===== src/rtl/gpio_pkg.sv =====
package gpio_pkg;
  localparam int unsigned LINES  = 32;
  localparam int unsigned REG_AW = 3;

  typedef enum logic [REG_AW-1:0] {
    REG_ODRAIN = 3'd0,
    REG_DATA   = 3'd1,
    REG_DIR    = 3'd2,
    REG_POL    = 3'd3,
    REG_BOTH   = 3'd4,
    REG_MASK   = 3'd5,
    REG_LVL    = 3'd6,
    REG_STAT   = 3'd7
  } reg_idx_e;

  function automatic logic [LINES-1:0] width_mask(int unsigned w);
    logic [LINES-1:0] m;
    for (int i = 0; i < LINES; i++) m[i] = (i < w);
    return m;
  endfunction
endpackage


===== src/rtl/gpio_sync.sv =====
module gpio_sync #(
  parameter int unsigned W = 32
) (
  input  logic         clk_i,
  input  logic         rst_ni,
  input  logic [W-1:0] d_i,
  output logic [W-1:0] q_o
);
  logic [W-1:0] meta_q, sync_q;

  always_ff @(posedge clk_i or negedge rst_ni) begin
    if (!rst_ni) begin
      meta_q <= '0;
      sync_q <= '0;
    end else begin
      meta_q <= d_i;
      sync_q <= meta_q;
    end
  end

  assign q_o = sync_q;
endmodule


===== src/rtl/gpio_trig.sv =====
module gpio_trig #(
  parameter int unsigned W = 32
) (
  input  logic [W-1:0] cur_i,
  input  logic [W-1:0] prev_i,
  input  logic [W-1:0] pol_i,
  input  logic [W-1:0] both_i,
  input  logic [W-1:0] lvl_i,
  output logic [W-1:0] hit_o
);
  logic [W-1:0] rise, fall, edge_hit, lvl_hit;

  assign rise     = cur_i & ~prev_i;
  assign fall     = ~cur_i & prev_i;
  // both-edge overrides polarity
  assign edge_hit = (both_i & (rise | fall)) | (~both_i & ((pol_i & rise) | (~pol_i & fall)));
  assign lvl_hit  = ~(cur_i ^ pol_i);
  assign hit_o    = (lvl_i & lvl_hit) | (~lvl_i & edge_hit);
endmodule


===== src/rtl/gpio_bank.sv =====
module gpio_bank
  import gpio_pkg::*;
#(
  parameter int unsigned WIDTH = 32
) (
  input  logic              clk_i,
  input  logic              rst_ni,
  input  logic              wr_en_i,
  input  logic [REG_AW-1:0] reg_sel_i,
  input  logic [LINES-1:0]  wdata_i,
  input  logic [LINES-1:0]  pin_i,
  output logic [LINES-1:0]  rd_o,
  output logic [LINES-1:0]  pin_o,
  output logic [LINES-1:0]  pin_oe_o,
  output logic [LINES-1:0]  stat_o,
  output logic [LINES-1:0]  mask_o,
  output logic [LINES-1:0]  dir_o,
  output logic [LINES-1:0]  od_o,
  output logic              irq_o
);
  localparam logic [LINES-1:0] VALID = width_mask(WIDTH);

  logic [LINES-1:0] od_q, data_q, dir_q, pol_q, both_q, mask_q, lvl_q, stat_q;
  logic [LINES-1:0] cur, prev_q, hit, clr, wd;

  gpio_sync #(.W(LINES)) u_sync (
    .clk_i (clk_i),
    .rst_ni(rst_ni),
    .d_i   (pin_i),
    .q_o   (cur)
  );

  gpio_trig #(.W(LINES)) u_trig (
    .cur_i (cur),
    .prev_i(prev_q),
    .pol_i (pol_q),
    .both_i(both_q),
    .lvl_i (lvl_q),
    .hit_o (hit)
  );

  assign wd  = wdata_i & VALID;
  assign clr = (wr_en_i && reg_sel_i == REG_STAT) ? wd : '0;

  always_ff @(posedge clk_i or negedge rst_ni) begin
    if (!rst_ni) begin
      od_q   <= '0;
      data_q <= '0;
      dir_q  <= VALID;
      pol_q  <= '0;
      both_q <= '0;
      mask_q <= '0;
      lvl_q  <= '0;
      stat_q <= '0;
      prev_q <= '0;
    end else begin
      prev_q <= cur;
      // a trigger in the clearing cycle survives
      stat_q <= ((stat_q & ~clr) | hit) & VALID;
      if (wr_en_i) begin
        unique case (reg_sel_i)
          REG_ODRAIN: od_q   <= wd;
          REG_DATA:   data_q <= wd;
          REG_DIR:    dir_q  <= wd;
          REG_POL:    pol_q  <= wd;
          REG_BOTH:   both_q <= wd;
          REG_MASK:   mask_q <= wd;
          REG_LVL:    lvl_q  <= wd;
          default:    ;
        endcase
      end
    end
  end

  always_comb begin
    unique case (reg_sel_i)
      REG_ODRAIN: rd_o = od_q;
      REG_DATA:   rd_o = ((dir_q & cur) | (~dir_q & data_q)) & VALID;
      REG_DIR:    rd_o = dir_q;
      REG_POL:    rd_o = pol_q;
      REG_BOTH:   rd_o = both_q;
      REG_MASK:   rd_o = mask_q;
      REG_LVL:    rd_o = lvl_q;
      default:    rd_o = stat_q;
    endcase
  end

  assign pin_o    = data_q;
  assign pin_oe_o = ~dir_q & VALID & (~od_q | ~data_q);
  assign stat_o   = stat_q;
  assign mask_o   = mask_q;
  assign dir_o    = dir_q;
  assign od_o     = od_q;
  assign irq_o    = |(stat_q & mask_q);
endmodule


===== src/rtl/gpio_banked.sv =====
module gpio_banked
  import gpio_pkg::*;
#(
  parameter int unsigned NUM_BANKS = 2,
  parameter logic [NUM_BANKS*6-1:0] BANK_WIDTHS = {6'd20, 6'd32},
  parameter int unsigned BANK_AW = (NUM_BANKS > 1) ? $clog2(NUM_BANKS) : 1,
  parameter int unsigned ADDR_W = BANK_AW + 5
) (
  input  logic                   clk_i,
  input  logic                   rst_ni,
  input  logic                   req_i,
  input  logic                   we_i,
  input  logic [ADDR_W-1:0]      addr_i,
  input  logic [31:0]            wdata_i,
  output logic [31:0]            rdata_o,
  input  logic [NUM_BANKS*32-1:0] pin_i,
  output logic [NUM_BANKS*32-1:0] pin_o,
  output logic [NUM_BANKS*32-1:0] pin_oe_o,
  output logic                   irq_o
);
  localparam int unsigned PINS = NUM_BANKS * LINES;

  logic [BANK_AW-1:0] bank_idx;
  logic [REG_AW-1:0]  reg_idx;
  logic               bank_ok;
  logic [1:0]         unused_byte;
  logic [LINES-1:0]   rd_bank [NUM_BANKS];
  logic [NUM_BANKS-1:0] bank_irq;
  logic [PINS-1:0]    stat_all, mask_all, dir_all, od_all, valid_all;
  logic [31:0]        rdata_q;

  assign bank_idx    = addr_i[ADDR_W-1:5];
  assign reg_idx     = addr_i[4:2];
  assign unused_byte = addr_i[1:0];
  assign bank_ok     = 32'(bank_idx) < NUM_BANKS;

  for (genvar b = 0; b < NUM_BANKS; b++) begin : g_bank
    logic wr_en;
    assign wr_en = req_i & we_i & bank_ok & (bank_idx == BANK_AW'(b));
    assign valid_all[b*LINES +: LINES] = width_mask(32'(BANK_WIDTHS[b*6 +: 6]));

    gpio_bank #(.WIDTH(32'(BANK_WIDTHS[b*6 +: 6]))) u_bank (
      .clk_i    (clk_i),
      .rst_ni   (rst_ni),
      .wr_en_i  (wr_en),
      .reg_sel_i(reg_idx),
      .wdata_i  (wdata_i),
      .pin_i    (pin_i[b*LINES +: LINES]),
      .rd_o     (rd_bank[b]),
      .pin_o    (pin_o[b*LINES +: LINES]),
      .pin_oe_o (pin_oe_o[b*LINES +: LINES]),
      .stat_o   (stat_all[b*LINES +: LINES]),
      .mask_o   (mask_all[b*LINES +: LINES]),
      .dir_o    (dir_all[b*LINES +: LINES]),
      .od_o     (od_all[b*LINES +: LINES]),
      .irq_o    (bank_irq[b])
    );
  end

  always_ff @(posedge clk_i or negedge rst_ni) begin
    if (!rst_ni) rdata_q <= '0;
    else if (req_i && !we_i) rdata_q <= bank_ok ? rd_bank[bank_idx] : '0;
  end

  assign rdata_o = rdata_q;
  assign irq_o   = |bank_irq;
endmodule


===== config.mk =====
export PLATFORM = sky130hd
export DESIGN_NAME = gpio_banked
export DESIGN_NICKNAME = d
export VERILOG_FILES = /design/src/rtl/gpio_pkg.sv /design/src/rtl/gpio_sync.sv /design/src/rtl/gpio_trig.sv /design/src/rtl/gpio_bank.sv /design/src/rtl/gpio_banked.sv
export SDC_FILE = /design/constraint.sdc
export NUM_CORES = 1
export LEC_CHECK = 0
export ABC_AREA = 1
export BUFFER_PORTS_ARGS = -buffer_cell sky130_fd_sc_hd__buf_2
export CAP_MARGIN = 15
export CELL_PAD_IN_SITES_DETAIL_PLACEMENT = 0
export CELL_PAD_IN_SITES_GLOBAL_PLACEMENT = 1
export CORE_MARGIN = 5
export CORE_UTILIZATION = 50
export CTS_BUF_LIST = sky130_fd_sc_hd__clkbuf_2 sky130_fd_sc_hd__clkbuf_4 sky130_fd_sc_hd__clkbuf_8
export CTS_CLUSTER_DIAMETER = 150
export DETAILED_ROUTE_END_ITERATION = 10
export PLACE_DENSITY_LB_ADDON = 0.05
export REMOVE_ABC_BUFFERS = 1
export SLEW_MARGIN = 20
export SYNTH_ARGS = -nofsm -noshare
export SYNTH_HDL_FRONTEND = slang
export SYNTH_HIERARCHICAL = 1
export SYNTH_SLANG_ARGS = --single-unit

===== constraint.sdc =====
create_clock -name clk_i -period 2.06 [get_ports clk_i]
set_clock_uncertainty 0.1 [all_clocks]
set_input_delay 0 -clock clk_i [delete_from_list [all_inputs] [get_ports clk_i]]
set_output_delay 0 -clock clk_i [all_outputs]
set_load 0.03 [all_outputs]

==> reports/metrics.cfg <==
[status]
status=finished with violations
violations=setup timing

[hold_path]
whs_path_depth=4
hp-class=in2reg

[floorplanning]
die-width_um=256.9
dieArea_um2=65980
coreArea_um2=60360
rows=90
top_level_ports=267
start_util_pct=50.49
die_h_um=256.9

[global_route]
first_global_vias=25850
overflow=0
antenna_found_initial=1
grt_pass1_wl_um=147900
grt_max_degree=76
grtUsageTotal_pct=28.14

[routing]
drt_iter0_drc=2051
via_per_inst=5.217
dr.pass1.iters=5
drc=0
top_layer_used=met4
ant_nets=0
wl_um=94170
wl_met1_um=41840
wl_per_cell_um=18.30
met2_wirelength_um=43180
vias=26850
met3WireLength_um=6226

[sta]
timing.final.max_slew_violations=0
hold_viol_final=0
slew-limit-headroom_pct=49.91
fmax_ghz=0.4460
period_share_pct=108.8
worst_slew_pin_slew_ps=751.4
setup_slack_ps=-181.9
setup_viol=1
min_period_ps=2242
rsz0062_at_grt=yes

[clocking]
clk_latency_ps=690
clk_pin_slew_ps=60
cts_max_level=3
clkSinkCount=604
cts_buffer_depth=3
root_buffer=clkbuf_8
cts_buffers=105
cts_tree=done

[power_and_ir_drop]
p_leak_nw=18.81
finalPower_mw=35.43
powerDensity_nw_per_um2=958.6
vdd_drop_max_mv=0.7247

[setup_path]
cp_max_fo=3
crit_arrival_ps=2140
path_cells=nand2_1 > nand2_4 > nor2_4 > nand2_1 > nor2_1 > nand2_2 > or2_4 > buf_6
cpPeakStageDelay_ps=400
cp-start-kind=flop
cp-end-kind=output port
crit_top_cell=nand2_1
cp_num_cells=8
slowest_stage=dfrtp_1
cp.required_ps=1960
r2r_cells=11
path_buf_inv=1
critPathTopFamily=simple AND/OR/NAND/NOR gates
path_class=reg2out

[final_layout]
syn2layout_area_growth_pct=21.28
stdcell_area_um2=36960
nets=4482
drive_gt1_share_pct=15.04
instances_no_fill=5146
fill_cells=5552
fin_util_pct=61.23

[logic_synthesis]
ys.warnings.count=6
netlist_instances=3846
synth_area_um2=30470
syn_avg_cell_area_um2=7.923

[place]
dpl.hpwl_um=60090
gp_congestion=0.8652
dp.cells=4771
placed_area_um2=32620
port-buffer-count=228

[run]
maxCapViolations=0

==> worst register-to-register path: cells and delay by family (launching register included) <==
kind | cells | cell delay [ps]
simple gates | 10 | 960
flops | 1 | 560
buf+inv | 1 | 40
==> power by group <==
part / total (mW) / internal (mW) / switching [mW]
sequential: 15.3 / 13.6 / 1.69
clock: 12.9 / 7.76 / 5.10
combinational: 7.24 / 2.52 / 4.71
==> repair_timing <==
item | 4_1_cts | 5_1_grt
pin swaps | 6 | 8
buffers inserted | 8 | 3
hold buffers | 167 | 0
setup endpoints to repair | 1 | 24
gates resized for setup | 16 | 9
cloned | 0 | 0
endpoints found under the hold margin | 1104 | 0
==> layer usage <==
layer,GRT usage [%],vias up
met3,4.667,165
met1,39.43,12670
met5,0,-
met4,9.424,0
met2,45.03,862
li1,-,13150
==> cell usage in the layout (no fill, tap or decap), types with 14 or more instances in the layout <==
cell,count
clkbuf_8,139
clkbuf_4,34
buf_4,76
conb_1,36
a21o_1,52
nand2_1,1320
nor2_1,160
dlygate4sd3_1,164
buf_12,31
o21ai_0,278
buf_2,223
nand4_1,109
a21oi_1,104
o21ai_1,86
clkinv_2,14
ha_1,104
inv_1,366
nand3_1,372
nand2_2,40
dfstp_2,52
dfrtp_1,552
==> final timing paths <==
kind | startpoint | to | slack [ps]
setup / recovery | g_bank[0].u_bank/stat_o[4] | irq_o | -180
setup reg to reg | g_bank[1].u_bank/dir_o[19] | rdata_o[19] | 280
hold reg to reg | g_bank[0].u_bank/u_sync/meta_q[6] | g_bank[0].u_bank/u_sync/q_o[6] | 230
max in group asynchronous | rst_ni | g_bank[0].u_bank/dir_o[14] | 850
hold / removal | wdata_i[27] | g_bank[0].u_bank/stat_o[27] | 130
min in group asynchronous | rst_ni | g_bank[0].u_bank/u_sync/q_o[30] | 460
==> flip-flops by register name, indices dropped and copies added (netlist names) <==
signal and flops:
rdata_o 32, g_bank.u_bank/u_sync/q_o 52, g_bank.u_bank/u_sync/meta_q 52, g_bank.u_bank/prev_q 52, g_bank.u_bank/pol_q 52, g_bank.u_bank/both_q 52, g_bank.u_bank/lvl_q 52, g_bank.u_bank/dir_o 52
g_bank.u_bank/pin_o 52, g_bank.u_bank/mask_o 52, g_bank.u_bank/od_o 52, g_bank.u_bank/stat_o 52
==> through the flow <==
stage	TNS, ps	setup WS, ps	hold slack [ps]
after floorplan	-619420	-2802	-395.6
after global placement	0	195.8	-177.2
after detailed placement	0	215.9	-174.4
after CTS	-186.9	-186.1	90.60
after global routing	-222.1	-222.1	132.5
final	-181.9	-181.9	129.6
==> final cells by class <==
cell class	instances	area, µm²	share of cell area [%]
Sequential cell	604	15180	41.07
Clock inverter	24	349.1	0.9446
Inverter	374	1419	3.839
Antenna cell	2	5.005	0.01354
Timing Repair Buffer	498	3998	10.82
Clock buffer	173	2168	5.867
Multi-Input combinational cell	2689	12860	34.80
Tap cell	782	978.4	2.648
Power figures use the tool's default switching activity.
